[config.mk]
export PLATFORM = sky130hd
export DESIGN_NAME = mesi_snoop_cache
export DESIGN_NICKNAME = d
export VERILOG_FILES = /design/src/rtl/coh_pkg.sv /design/src/rtl/coh_line_store.sv /design/src/rtl/coh_snoop_resp.sv /design/src/rtl/coh_local_engine.sv /design/src/rtl/mesi_snoop_cache.sv
export SDC_FILE = /design/constraint.sdc
export NUM_CORES = 1
export LEC_CHECK = 0
export BUFFER_PORTS_ARGS = -buffer_cell sky130_fd_sc_hd__buf_2
export CORE_AREA = 2 2 151 153
export DETAILED_ROUTE_END_ITERATION = 8
export DIE_AREA = 0 0 153 155
export PLACE_DENSITY = 0.9
export SYNTH_ARGS = -nofsm -noshare
export SYNTH_HDL_FRONTEND = slang
export SYNTH_SLANG_ARGS = --single-unit
[constraint.sdc]
create_clock -name clk -period 8.9 [get_ports clk]
set_input_delay 0.445 -clock clk [delete_from_list [all_inputs] [get_ports clk]]
set_output_delay 0.445 -clock clk [all_outputs]
set_load 0.02 [all_outputs]
[src/rtl/coh_pkg.sv]
package coh_pkg;
  typedef enum logic [1:0] {
    LN_INV = 2'd0,
    LN_SHR = 2'd1,
    LN_EXC = 2'd2,
    LN_MOD = 2'd3
  } line_st_e;

  typedef enum logic [1:0] {
    BUS_RD  = 2'd0,
    BUS_RDX = 2'd1,
    BUS_UPG = 2'd2,
    BUS_WB  = 2'd3
  } bus_op_e;
endpackage

[src/rtl/coh_line_store.sv]
module coh_line_store
  import coh_pkg::*;
#(
  parameter int SETS   = 8,
  parameter int TAG_W  = 9,
  parameter int DATA_W = 16,
  localparam int IDX_W = $clog2(SETS)
) (
  input  logic              clk,
  input  logic              rst_n,
  input  logic [IDX_W-1:0]  pa_idx,
  output line_st_e          pa_st,
  output logic [TAG_W-1:0]  pa_tag,
  output logic [DATA_W-1:0] pa_data,
  input  logic [IDX_W-1:0]  pb_idx,
  output line_st_e          pb_st,
  output logic [TAG_W-1:0]  pb_tag,
  output logic [DATA_W-1:0] pb_data,
  input  logic              wr_st_en,
  input  logic [IDX_W-1:0]  wr_idx,
  input  line_st_e          wr_st,
  input  logic              wr_tag_en,
  input  logic [TAG_W-1:0]  wr_tag,
  input  logic              wr_data_en,
  input  logic [DATA_W-1:0] wr_data
);
  line_st_e          st_q  [SETS];
  logic [TAG_W-1:0]  tag_q [SETS];
  logic [DATA_W-1:0] dat_q [SETS];

  // State bits carry reset; tag and data are qualified by state.
  always_ff @(posedge clk or negedge rst_n) begin
    if (!rst_n) begin
      for (int i = 0; i < SETS; i++) st_q[i] <= LN_INV;
    end else if (wr_st_en) begin
      st_q[wr_idx] <= wr_st;
    end
  end

  always_ff @(posedge clk) begin
    if (wr_tag_en)  tag_q[wr_idx] <= wr_tag;
    if (wr_data_en) dat_q[wr_idx] <= wr_data;
  end

  assign pa_st   = st_q[pa_idx];
  assign pa_tag  = tag_q[pa_idx];
  assign pa_data = dat_q[pa_idx];
  assign pb_st   = st_q[pb_idx];
  assign pb_tag  = tag_q[pb_idx];
  assign pb_data = dat_q[pb_idx];
endmodule

[src/rtl/coh_snoop_resp.sv]
module coh_snoop_resp
  import coh_pkg::*;
#(
  parameter int TAG_W  = 9,
  parameter int DATA_W = 16
) (
  input  logic              snp_valid,
  input  bus_op_e           snp_op,
  input  logic [TAG_W-1:0]  snp_tag,
  input  line_st_e          ln_st,
  input  logic [TAG_W-1:0]  ln_tag,
  input  logic [DATA_W-1:0] ln_data,
  output logic              shared_o,
  output logic              supply_o,
  output logic [DATA_W-1:0] data_o,
  output logic              upd_en,
  output line_st_e          upd_st
);
  logic hit;
  assign hit = snp_valid && (ln_st != LN_INV) && (ln_tag == snp_tag);

  always_comb begin
    shared_o = 1'b0;
    supply_o = 1'b0;
    upd_en   = 1'b0;
    upd_st   = LN_INV;
    unique case (snp_op)
      BUS_RD: begin
        shared_o = hit;
        supply_o = hit && (ln_st == LN_MOD);
        upd_en   = hit;
        upd_st   = LN_SHR;
      end
      BUS_RDX: begin
        shared_o = hit;
        supply_o = hit && (ln_st == LN_MOD);
        upd_en   = hit;
      end
      BUS_UPG: begin
        shared_o = hit;
        upd_en   = hit;
      end
      default: ;
    endcase
  end

  assign data_o = supply_o ? ln_data : '0;
endmodule

[src/rtl/coh_local_engine.sv]
module coh_local_engine
  import coh_pkg::*;
#(
  parameter int ADDR_W = 12,
  parameter int DATA_W = 16,
  parameter int SETS   = 8,
  localparam int IDX_W = $clog2(SETS),
  localparam int TAG_W = ADDR_W - IDX_W
) (
  input  logic              clk,
  input  logic              rst_n,
  input  logic              req_valid,
  output logic              req_ready,
  input  logic              req_write,
  input  logic [ADDR_W-1:0] req_addr,
  input  logic [DATA_W-1:0] req_wdata,
  output logic              resp_valid,
  input  logic              resp_ready,
  output logic [DATA_W-1:0] resp_rdata,
  input  logic              snp_valid,
  output logic              bus_req,
  input  logic              bus_gnt,
  output bus_op_e           bus_cmd,
  output logic [ADDR_W-1:0] bus_addr,
  output logic [DATA_W-1:0] bus_wdata,
  input  logic [DATA_W-1:0] bus_rdata,
  input  logic              bus_shared_in,
  output logic [IDX_W-1:0]  a_idx,
  input  line_st_e          a_st,
  input  logic [TAG_W-1:0]  a_tag,
  input  logic [DATA_W-1:0] a_data,
  output logic              ws_en,
  output line_st_e          ws_st,
  output logic              wt_en,
  output logic [TAG_W-1:0]  wt_tag,
  output logic              wd_en,
  output logic [DATA_W-1:0] wd_data
);
  typedef enum logic [1:0] {PH_IDLE, PH_WORK, PH_RESP} phase_e;

  phase_e            ph_q;
  logic              op_wr_q;
  logic [ADDR_W-1:0] op_addr_q;
  logic [DATA_W-1:0] op_wdata_q;
  logic [DATA_W-1:0] rsp_q;
  logic [IDX_W-1:0]  op_idx;
  logic [TAG_W-1:0]  op_tag;
  logic              line_hit;
  logic              can_finish;
  logic              finish;
  logic              take_gnt;

  assign op_idx = op_addr_q[IDX_W-1:0];
  assign op_tag = op_addr_q[ADDR_W-1:IDX_W];
  assign a_idx  = op_idx;

  assign line_hit   = (a_st != LN_INV) && (a_tag == op_tag);
  assign can_finish = line_hit && (!op_wr_q || a_st == LN_EXC || a_st == LN_MOD);
  assign bus_req    = (ph_q == PH_WORK) && !can_finish;
  // Snoops own the tag port for the cycle; local work waits.
  assign finish     = (ph_q == PH_WORK) && can_finish && !snp_valid;
  assign take_gnt   = bus_req && bus_gnt && !snp_valid;

  // Command chosen from the present line every cycle, so snoops that land
  // while waiting for the grant are honoured.
  always_comb begin
    if (line_hit) begin
      bus_cmd  = BUS_UPG;
      bus_addr = op_addr_q;
    end else if (a_st == LN_MOD) begin
      bus_cmd  = BUS_WB;
      bus_addr = {a_tag, op_idx};
    end else begin
      bus_cmd  = op_wr_q ? BUS_RDX : BUS_RD;
      bus_addr = op_addr_q;
    end
  end
  assign bus_wdata = a_data;

  always_comb begin
    ws_en   = 1'b0;
    ws_st   = LN_INV;
    wt_en   = 1'b0;
    wt_tag  = op_tag;
    wd_en   = 1'b0;
    wd_data = op_wdata_q;
    if (finish && op_wr_q) begin
      ws_en = 1'b1;
      ws_st = LN_MOD;
      wd_en = 1'b1;
    end else if (take_gnt) begin
      unique case (bus_cmd)
        BUS_UPG: begin
          ws_en = 1'b1;
          ws_st = LN_MOD;
        end
        BUS_WB: begin
          ws_en = 1'b1;
          ws_st = LN_INV;
        end
        BUS_RD: begin
          ws_en   = 1'b1;
          ws_st   = bus_shared_in ? LN_SHR : LN_EXC;
          wt_en   = 1'b1;
          wd_en   = 1'b1;
          wd_data = bus_rdata;
        end
        default: begin
          ws_en   = 1'b1;
          ws_st   = LN_MOD;
          wt_en   = 1'b1;
          wd_en   = 1'b1;
          wd_data = bus_rdata;
        end
      endcase
    end
  end

  assign req_ready  = (ph_q == PH_IDLE) && !snp_valid;
  assign resp_valid = (ph_q == PH_RESP);
  assign resp_rdata = rsp_q;

  always_ff @(posedge clk or negedge rst_n) begin
    if (!rst_n) begin
      ph_q       <= PH_IDLE;
      op_wr_q    <= 1'b0;
      op_addr_q  <= '0;
      op_wdata_q <= '0;
      rsp_q      <= '0;
    end else begin
      unique case (ph_q)
        PH_IDLE: if (req_valid && req_ready) begin
          op_wr_q    <= req_write;
          op_addr_q  <= req_addr;
          op_wdata_q <= req_wdata;
          ph_q       <= PH_WORK;
        end
        PH_WORK: if (finish) begin
          rsp_q <= op_wr_q ? op_wdata_q : a_data;
          ph_q  <= PH_RESP;
        end
        default: if (resp_ready) ph_q <= PH_IDLE;
      endcase
    end
  end

  assert_resp_hold_R11: assert property (@(posedge clk) disable iff (!rst_n)
    (resp_valid && !resp_ready) |=> (resp_valid && $stable(resp_rdata)))
    else $error("response dropped or changed before handshake");

  assert_bus_hold_R10: assert property (@(posedge clk) disable iff (!rst_n)
    (bus_req && !bus_gnt) |=> bus_req)
    else $error("bus request withdrawn before grant");

  assert_upgrade_mod_R3: assert property (@(posedge clk) disable iff (!rst_n)
    (bus_req && bus_gnt && !snp_valid && bus_cmd == BUS_UPG) |=> (a_st == LN_MOD))
    else $error("granted upgrade did not leave line Modified");

  assert_fill_shared_R4: assert property (@(posedge clk) disable iff (!rst_n)
    (bus_req && bus_gnt && !snp_valid && bus_cmd == BUS_RD && bus_shared_in) |=> (a_st == LN_SHR))
    else $error("shared read fill not held Shared");
endmodule

[src/rtl/mesi_snoop_cache.sv]
module mesi_snoop_cache
  import coh_pkg::*;
#(
  parameter int ADDR_W = 12,
  parameter int DATA_W = 16,
  parameter int SETS   = 8,
  localparam int IDX_W = $clog2(SETS),
  localparam int TAG_W = ADDR_W - IDX_W
) (
  input  logic              clk,
  input  logic              rst_n,
  input  logic              req_valid,
  output logic              req_ready,
  input  logic              req_write,
  input  logic [ADDR_W-1:0] req_addr,
  input  logic [DATA_W-1:0] req_wdata,
  output logic              resp_valid,
  input  logic              resp_ready,
  output logic [DATA_W-1:0] resp_rdata,
  output logic              bus_req,
  input  logic              bus_gnt,
  output logic [1:0]        bus_cmd,
  output logic [ADDR_W-1:0] bus_addr,
  output logic [DATA_W-1:0] bus_wdata,
  input  logic [DATA_W-1:0] bus_rdata,
  input  logic              bus_shared_in,
  input  logic              snp_valid,
  input  logic [1:0]        snp_cmd,
  input  logic [ADDR_W-1:0] snp_addr,
  output logic              snp_shared,
  output logic              snp_supply,
  output logic [DATA_W-1:0] snp_data
);
  logic [IDX_W-1:0]  a_idx;
  line_st_e          a_st, b_st;
  logic [TAG_W-1:0]  a_tag, b_tag;
  logic [DATA_W-1:0] a_data, b_data;
  bus_op_e           eng_cmd;
  logic              e_ws_en, e_wt_en, e_wd_en;
  line_st_e          e_ws_st;
  logic [TAG_W-1:0]  e_wt_tag;
  logic [DATA_W-1:0] e_wd_data;
  logic              s_upd_en;
  line_st_e          s_upd_st;
  logic [IDX_W-1:0]  snp_idx;
  logic              w_st_en, w_tag_en, w_data_en;
  logic [IDX_W-1:0]  w_idx;
  line_st_e          w_st;

  assign snp_idx = snp_addr[IDX_W-1:0];
  assign bus_cmd = eng_cmd;

  coh_local_engine #(.ADDR_W(ADDR_W), .DATA_W(DATA_W), .SETS(SETS)) u_eng (
    .clk(clk), .rst_n(rst_n),
    .req_valid(req_valid), .req_ready(req_ready), .req_write(req_write),
    .req_addr(req_addr), .req_wdata(req_wdata),
    .resp_valid(resp_valid), .resp_ready(resp_ready), .resp_rdata(resp_rdata),
    .snp_valid(snp_valid),
    .bus_req(bus_req), .bus_gnt(bus_gnt), .bus_cmd(eng_cmd), .bus_addr(bus_addr),
    .bus_wdata(bus_wdata), .bus_rdata(bus_rdata), .bus_shared_in(bus_shared_in),
    .a_idx(a_idx), .a_st(a_st), .a_tag(a_tag), .a_data(a_data),
    .ws_en(e_ws_en), .ws_st(e_ws_st), .wt_en(e_wt_en), .wt_tag(e_wt_tag),
    .wd_en(e_wd_en), .wd_data(e_wd_data)
  );

  coh_snoop_resp #(.TAG_W(TAG_W), .DATA_W(DATA_W)) u_snp (
    .snp_valid(snp_valid), .snp_op(bus_op_e'(snp_cmd)),
    .snp_tag(snp_addr[ADDR_W-1:IDX_W]),
    .ln_st(b_st), .ln_tag(b_tag), .ln_data(b_data),
    .shared_o(snp_shared), .supply_o(snp_supply), .data_o(snp_data),
    .upd_en(s_upd_en), .upd_st(s_upd_st)
  );

  // Single write port: the engine is stalled whenever a snoop is present.
  always_comb begin
    if (s_upd_en) begin
      w_st_en   = 1'b1;
      w_idx     = snp_idx;
      w_st      = s_upd_st;
      w_tag_en  = 1'b0;
      w_data_en = 1'b0;
    end else begin
      w_st_en   = e_ws_en;
      w_idx     = a_idx;
      w_st      = e_ws_st;
      w_tag_en  = e_wt_en;
      w_data_en = e_wd_en;
    end
  end

  coh_line_store #(.SETS(SETS), .TAG_W(TAG_W), .DATA_W(DATA_W)) u_store (
    .clk(clk), .rst_n(rst_n),
    .pa_idx(a_idx), .pa_st(a_st), .pa_tag(a_tag), .pa_data(a_data),
    .pb_idx(snp_idx), .pb_st(b_st), .pb_tag(b_tag), .pb_data(b_data),
    .wr_st_en(w_st_en), .wr_idx(w_idx), .wr_st(w_st),
    .wr_tag_en(w_tag_en), .wr_tag(e_wt_tag),
    .wr_data_en(w_data_en), .wr_data(e_wd_data)
  );

  assert_snoop_first_R9: assert property (@(posedge clk) disable iff (!rst_n)
    snp_valid |-> !req_ready)
    else $error("request accepted during a snoop");
endmodule

==> flow_metrics.env, run 1 <==
export IMPL_outcome="finished, final reports clean"
export IMPL_grt_ovfl_total=0
export IMPL_fin_skew_ns=0.0129
export IMPL_synthMostInstantiatedCell="edfxtp_1"
export IMPL_avgSynthCellArea_um2=16.4
export IMPL_yosys_area_top_type="edfxtp_1"
export IMPL_synth_edff_count=200
export IMPL_cp_buffers_inverters=3
export IMPL_clkSinkCount=263
export IMPL_critPathRequiredTime_ns=8.46
export IMPL_ctsHtreeMaxLevel=1
export IMPL_maxSlewHeadroom_pct=26.2
export IMPL_critPathTopFamily="simple AND/OR/NAND/NOR gates"
export IMPL_regToRegSetupSlack_ns=3.68
export IMPL_drtIter0Drc=953
export IMPL_slowest_stage="buf_4"
export IMPL_clkSlewWorstSetupHoldPaths_ns=0.06
export IMPL_tightest_slew_ns=1.10
export IMPL_wl_per_cell_um=26.9
export IMPL_finalNonFillerCells=1232
export IMPL_antenna_found_initial=1
export IMPL_crit_type="in -> out"
export IMPL_whs_ns=0.0952
export IMPL_powerDensity_nw_per_um2=316
export IMPL_maxClockFrequency_mhz=190
export IMPL_dpl_hpwl_mm=20.8
export IMPL_grt_start_max_net_pins=64
export IMPL_core_um2=22200
export IMPL_synth_top_area_share_pct=46.1
export IMPL_critical_path_max_stage_delay_ns=0.78
export IMPL_maxCapViolations=0
export IMPL_synthDistinctLibCells=53
export IMPL_cp_arrival_ns=4.82
export IMPL_drv_slew=0
export IMPL_fin_ws_ns=3.64
export IMPL_antenna_left=0
export IMPL_utilization_pct=67.0
export IMPL_fin_tns_setup_ns=0
export IMPL_synthToLayoutAreaGrowth_pct=14.3
export IMPL_clock_path_buffers=3
export IMPL_portBuffers=132
export IMPL_finalHoldViolCount=0
export IMPL_num_rows=55
export IMPL_grt_pass1_vias=8502
export IMPL_synthesis_area_um2=13000
export IMPL_drc=0
export IMPL_die_y_um=155
export IMPL_initial_utilization_pct=58.6
export IMPL_place_worst_setup_slack_ns=3.70
export IMPL_fill_cells=1396
export IMPL_drive_gt1_share_pct=39.6
export IMPL_drt_wl_total_mm=33.2
export IMPL_routed_via_density=6.72
export IMPL_ys_seq_elements=263
export IMPL_min_period_ns=5.26
export IMPL_seq_area_um2=7590
export IMPL_rr_startpoint="u_eng.op_addr_q[0]$_DFFE_PN0P_"
export IMPL_clk_latency_ns=0.54
export IMPL_cts_made_buffers=28
export IMPL_die_w_um=153
export IMPL_p_leak_uw=0.00560
export IMPL_yosysSeqAreaShare_pct=58.2
export IMPL_r2r_cells=12
export IMPL_crit_chain="buf_4 > buf_4 > mux2i_1 > mux4_2 > xor2_1 > nand3_1 > or3_1 > or3_1 > or3_1 > nor2_1 > buf_2"
export IMPL_cpMostUsedCell="or3_1"
export IMPL_grt_first_pass_wirelength_mm=50.5
export IMPL_yosys_warnings=0
export IMPL_cts_tree="built"
export IMPL_multi_input_area_um2=5190
export IMPL_rsz0062_at_grt="no"
export IMPL_layout_nets=992
export IMPL_yosys_top_cells_area="edfxtp_1 46%, mux4_2 16%, dfrtp_1 12%, mux2_2 5.4%, mux2i_1 5.1%"
export IMPL_irDropWorstVdd_uv=238
export IMPL_io_pins=133
export IMPL_min_delay_path_class="in -> async"
export IMPL_crit_fanout=50
export IMPL_drt_pre_antenna_iters=7
export IMPL_postCtsSetupRepairBufs=0
export IMPL_cts_root_buf="clkbuf_16"
export IMPL_reg2reg_to="u_store.dat_q[0][4]$_DFFE_PP_"
export IMPL_track_usage_pct=28.0
export IMPL_endpoint_kind="output port"
export IMPL_timing_final_crit_share_pct=59.1
export IMPL_hold_buffers=0
export IMPL_setup_viol=0
export IMPL_dieArea_um2=23700
export IMPL_synth_async_reset_ratio_pct=24.0
export IMPL_synth_main_ff_cell="edfxtp_1"
export IMPL_cp_start_kind="input pin"
export IMPL_synthCells=793
export IMPL_placedCellCount=1181
export IMPL_ys_top_cells_by_count="200 x edfxtp_1, 94 x mux4_2, 66 x mux2i_1"
export IMPL_cts_resized=0
export IMPL_via_count=8280
export IMPL_syn_num_nets=859
export IMPL_gp_congestion=0.842
-- report_power, final --
group	switching (µW)	leakage (µW)	internal (µW)
Clock	483	0.000446	672
Sequential	244	0.00262	1640
Combinational	942	0.00253	721
-- per-stage QoR --
stage               power, µW  area, µm²
global route             4880      14900
global placement         3460      14000
finish                   4710      14900
CTS                      4690      14900
detailed placement       3530      14000
floorplan                3010      13000
-- cells by family (layout without fill, tap and decap cells) --
group | after synthesis | in the layout | synth area share [%]
flops | 263 | 263 | 58.2
mux | 255 | 255 | 29.9
other cells | 0 | 1 | 0
simple gates | 140 | 140 | 5.33
xor+xnor | 17 | 17 | 1.14
buf+inv | 57 | 210 | 2.04
compound gates | 61 | 61 | 3.46
-- worst register-to-register path: cells and delay by family (launching register included) --
kind,cells,cell delay [ns]
multiplexers,2,0.88
buffers and inverters,4,1.45
AO/OA/AOI/OAI,2,0.23
AND/OR/NAND/NOR,3,1.21
flip-flops,1,0.85
XOR/XNOR,1,0.35
-- layout by cell type, fill, tap and decap left out, types with 3 or more instances in the layout --
| master | n |
|---|---|
| xor2_1 | 10 |
| buf_4 | 23 |
| nor3b_1 | 6 |
| o21ai_0 | 24 |
| clkinv_4 | 5 |
| and3_1 | 3 |
| xnor2_1 | 7 |
| nand2b_1 | 8 |
| nor3_1 | 6 |
| and2_1 | 3 |
| clkinv_1 | 4 |
| clkbuf_16 | 29 |
| edfxtp_1 | 200 |
| nor2b_1 | 6 |
| mux4_2 | 94 |
| nand2_1 | 35 |
| clkbuf_1 | 4 |
| nand4_1 | 3 |
| o22ai_1 | 6 |
| or3_1 | 3 |
| nor2_1 | 48 |
| nand3_1 | 5 |
| a31oi_2 | 8 |
| buf_2 | 131 |
| mux2_4 | 4 |
| mux2i_1 | 66 |
| mux2_2 | 62 |
| mux2_1 | 27 |
| dfrtp_1 | 61 |
| nand3b_1 | 5 |
| a21oi_1 | 5 |
| inv_1 | 5 |
-- state kept, by name (all words and copies together) (netlist names) --
signal,count
u_eng.op_addr_q,12
u_eng.op_wdata_q,16
u_eng.op_wr_q,1
u_eng.ph_q,2
u_eng.resp_rdata,16
u_store.dat_q,128
u_store.st_q,16
u_store.tag_q,72
-- metal layers --
metal / wire, µm / GRT usage [%]
met1: 12300 / 37.5
met2: 17000 / 47.6
met3: 2860 / 4.43
met4: 978 / 9.44
met5: 0 / 0
-- how the worst max path moves through the flow --
stage                                         startpoint                       endpoint  slack, ns  depth (start not counted)
after global placement                       snp_addr[0]                    snp_data[0]       3.85                         11
after global routing      u_eng.op_addr_q[0]$_DFFE_PN0P_  u_store.dat_q[1][0]$_DFFE_PP_       3.32                         12
final                                        snp_addr[0]                    snp_data[0]       3.64                         11
after CTS                                    snp_addr[0]                    snp_data[0]       3.64                         11
after detailed placement                     snp_addr[0]                    snp_data[0]       3.70                         11
after floorplan           u_eng.op_addr_q[0]$_DFFE_PN0P_  u_store.dat_q[0][0]$_DFFE_PP_       4.83                         12
-- final cells by class --
cell class / count / area share (%)
flip-flops and latches: 263 / 50.9
multi-input cells: 473 / 34.8
repair buffers: 154 / 5.56
clock buffers: 35 / 5.16
well taps: 285 / 2.39
clock inverters: 15 / 0.991
inverters: 6 / 0.151
diodes: 1 / 0.0168
Note: power is estimated with default switching activity, not from simulation.
==> inputs of run 2 (changes only) <==
Settings changed: ABC_AREA set to 1, CORE_AREA 2 2 151 153 to 2 2 156 158, DIE_AREA 0 0 153 155 to 0 0 158 160, PLACE_DENSITY 0.9 to 0.89.
Clock period 8.9 ns to 5 ns, I/O delays scaled along.
==> run 2 against run 1 <==
Against the previous run:
- wire length increased by 31%
- sequential power up 37%
- critical path depth grew 2
- die area up 6.6%
- non-clock buffer count increased by 37
- synthesized cell count is 110% higher
- clock power rose by 86%
- count of clock-buffer cells in the layout shrank 4
==> flow_metrics.env, run 2 <==
export IMPL_final_common_cell="nand2_1"
export IMPL_drc=0
export IMPL_swShare_pct=32.5
export IMPL_crit_fanout=101
export IMPL_dieArea_um2=25300
export IMPL_synth_top_area_share_pct=43.2
export IMPL_critical_path_max_stage_delay_ns=1.09
export IMPL_synth_edff_count=200
export IMPL_power_uw=6170
export IMPL_r2r_cells=13
export IMPL_antenna_left=0
export IMPL_portBuffers=132
export IMPL_drt_wl_total_mm=43.5
export IMPL_grt_first_pass_wirelength_mm=67.3
export IMPL_outcome="finished, final reports clean"
export IMPL_crit_chain="buf_4 > nand2_1 > nand3_1 > nand3_1 > nand3_1 > nand2_1 > nor2_1 > nand2_1 > nor2_1 > nand3_1 > nand3_2 > nor2_4 > o21ai_0"
export IMPL_drt_pre_antenna_iters=8
export IMPL_placedCellCount=2037
export IMPL_yosys_top_cells_area="edfxtp_1 43%, dfrtp_1 11%, nand2_1 11%, o21ai_0 5.5%, nand3_1 5.3%"
export IMPL_holdPathStages=3
export IMPL_clk_latency_ns=0.56
export IMPL_place_area_um2=14700
export IMPL_routed_via_density=6.21
export IMPL_wl_per_cell_um=20.6
export IMPL_min_delay_path_class="in -> reg"
export IMPL_tightest_slew_ns=1.36
export IMPL_ys_seq_elements=263
export IMPL_initial_utilization_pct=58.3
export IMPL_die_y_um=160
export IMPL_via_count=13139
export IMPL_core_um2=23800
export IMPL_regMostFlops="u_store.dat_q"
export IMPL_yosys_area_top_type="edfxtp_1"
export IMPL_cp_arrival_ns=4.50
export IMPL_synthMostInstantiatedCell="nand2_1"
export IMPL_fin_tns_setup_ns=0
export IMPL_timing_final_crit_share_pct=86.9
export IMPL_yosysSeqAreaShare_pct=54.6
export IMPL_ctsHtreeMaxLevel=1
export IMPL_track_usage_pct=34.4
export IMPL_antenna_cells=0
export IMPL_postCtsSetupRepairBufs=0
export IMPL_p_leak_uw=0.00698
export IMPL_synthesis_area_um2=13900
export IMPL_drtIter0Drc=2265
export IMPL_top_regs="u_store.dat_q x128, u_store.tag_q x72"
export IMPL_fin_skew_ns=0.0196
export IMPL_power_internal_uw=4170
export IMPL_yosys_warnings=0
export IMPL_die_w_um=158
export IMPL_synthCells=1650
export IMPL_layout_nets=1836
export IMPL_cts_tree="built"
export IMPL_grt_pass1_vias=12818
export IMPL_synth_main_ff_cell="edfxtp_1"
export IMPL_clock_path_buffers=3
export IMPL_clkSlewWorstSetupHoldPaths_ns=0.06
export IMPL_rsz0062_at_grt="no"
export IMPL_design_area_um2=15900
export IMPL_maxClockFrequency_mhz=230
export IMPL_grt_start_max_net_pins=111
export IMPL_pwr_share_comb_pct=23.4
export IMPL_synth_async_reset_ratio_pct=24.0
export IMPL_setup_viol=0
export IMPL_avgSynthCellArea_um2=8.42
export IMPL_power_frac_clock_pct=34.7
export IMPL_fill_cells=1785
export IMPL_synthDistinctLibCells=34
export IMPL_largest_reg_flops=128
export IMPL_powerDensity_nw_per_um2=388
export IMPL_dpl_hpwl_mm=25.5
export IMPL_critPathRequiredTime_ns=5.16
export IMPL_antenna_found_initial=0
export IMPL_min_period_ns=4.34
export IMPL_cp_start_kind="register"
export IMPL_io_pins=133
export IMPL_drv_slew=0
export IMPL_cpMostUsedCell="nand3_1"
export IMPL_p_switching_uw=2010
export IMPL_ys_top_cells_by_count="411 x nand2_1, 200 x edfxtp_1, 176 x inv_1"
export IMPL_slowest_stage="o21ai_0"
export IMPL_irDropWorstVdd_uv=387
export IMPL_maxCapViolations=0
export IMPL_num_rows=57
export IMPL_clkSinkCount=263
export IMPL_cts_root_buf="clkbuf_16"
export IMPL_p_seq_share_pct=41.9
export IMPL_finalHoldViolCount=0
export IMPL_maxSlewHeadroom_pct=8.06
export IMPL_final_cell_mix="410 x nand2_1, 200 x edfxtp_1, 176 x inv_1, 154 x o21ai_0, 148 x nand3_1"
export IMPL_finalNonFillerCells=2115
export IMPL_grt_ovfl_total=0
export IMPL_drive_gt1_share_pct=13.7
export IMPL_crit_type="reg -> reg"
export IMPL_synthToLayoutAreaGrowth_pct=14.5
export IMPL_syn_num_nets=1716
export IMPL_endpoint_kind="register"
export IMPL_gp_congestion=0.939
export IMPL_cts_made_buffers=27
run 2: cell type report:
| cell class | count | area, µm² | share of cell area (%) |
|---|---|---|---|
| Multi-Input combinational cell | 1100 | 5100 | 32.1 |
| Clock buffer | 31 | 701 | 4.41 |
| Inverter | 187 | 702 | 4.41 |
| Sequential cell | 263 | 7580 | 47.7 |
| Clock inverter | 19 | 234 | 1.47 |
| Tap cell | 324 | 405 | 2.55 |
| Timing Repair Buffer | 191 | 1180 | 7.40 |
run 2: critical path, delay by kind of cell, from the launching register on:
kind | cells | cell delay [ns]
compound gates | 1 | 1.09
buf+inv | 1 | 0.84
flops | 1 | 0.36
simple gates | 11 | 1.58
run 2: per-layer routing:
metal / up-vias / GRT usage (%) / share of wire (%)
li1: 5780 / - / -
met5: - / 0 / 0
met1: 5945 / 42.1 / 33
met3: 269 / 7.30 / 13
met4: 0 / 19.4 / 6.7
met2: 1145 / 56.5 / 47
run 2: what timing repair did:
item	in CTS	in global routing
resized for setup	0	0
hold buffers	28	0
hold endpoints to repair	90	0
run 2: power groups by stage:
stage / registers [µW] / logic (µW) / clock network, µW
3_5_place_dp: 2630 / 1350 / 0
5_1_grt: 2600 / 1550 / 2220
2_1_floorplan: 2610 / 939 / 0
3_3_place_gp: 2620 / 1310 / 0
6_report: 2590 / 1450 / 2140
4_1_cts: 2580 / 1390 / 2130
run 2: cells by family (layout without fill, tap and decap cells):
logic type / count (synthesis) / in the layout / synth area share (%)
and+or+nand+nor: 728 / 728 / 22.4
buffers and inverters: 287 / 428 / 8.72
AOI/OAI and AO/OA: 372 / 372 / 14.2
DFF: 263 / 263 / 54.6
run 2: path summary, 6_finish.rpt:
path                                                   endpoint  slack, ns                            from
max in group asynchronous        u_eng.op_addr_q[0]$_DFFE_PN0P_       3.94                           rst_n
worst max register to register    u_store.dat_q[7][1]$_DFFE_PP_       0.66  u_eng.op_addr_q[0]$_DFFE_PN0P_
worst max-delay path              u_store.dat_q[7][1]$_DFFE_PP_       0.66  u_eng.op_addr_q[0]$_DFFE_PN0P_
worst min register to register      u_store.st_q[2]$_DFFE_PN0P_       0.48     u_store.st_q[2]$_DFFE_PN0P_
min in group asynchronous       u_eng.resp_rdata[9]$_DFFE_PN0P_       0.42                           rst_n
worst min-delay path             u_eng.op_addr_q[8]$_DFFE_PN0P_       0.01                     req_addr[8]
run 2: per-stage QoR:
step	hold slack [ns]	setup slack, ns	utilization [%]
3_5_place_dp	0.452	0.951	61.7
2_1_floorplan	-0.0456	1.90	-
4_1_cts	0.000636	0.909	66.8
3_3_place_gp	0.454	1.07	61.7
6_report	0.0129	0.657	66.8
5_1_grt	0.0166	0.441	66.8
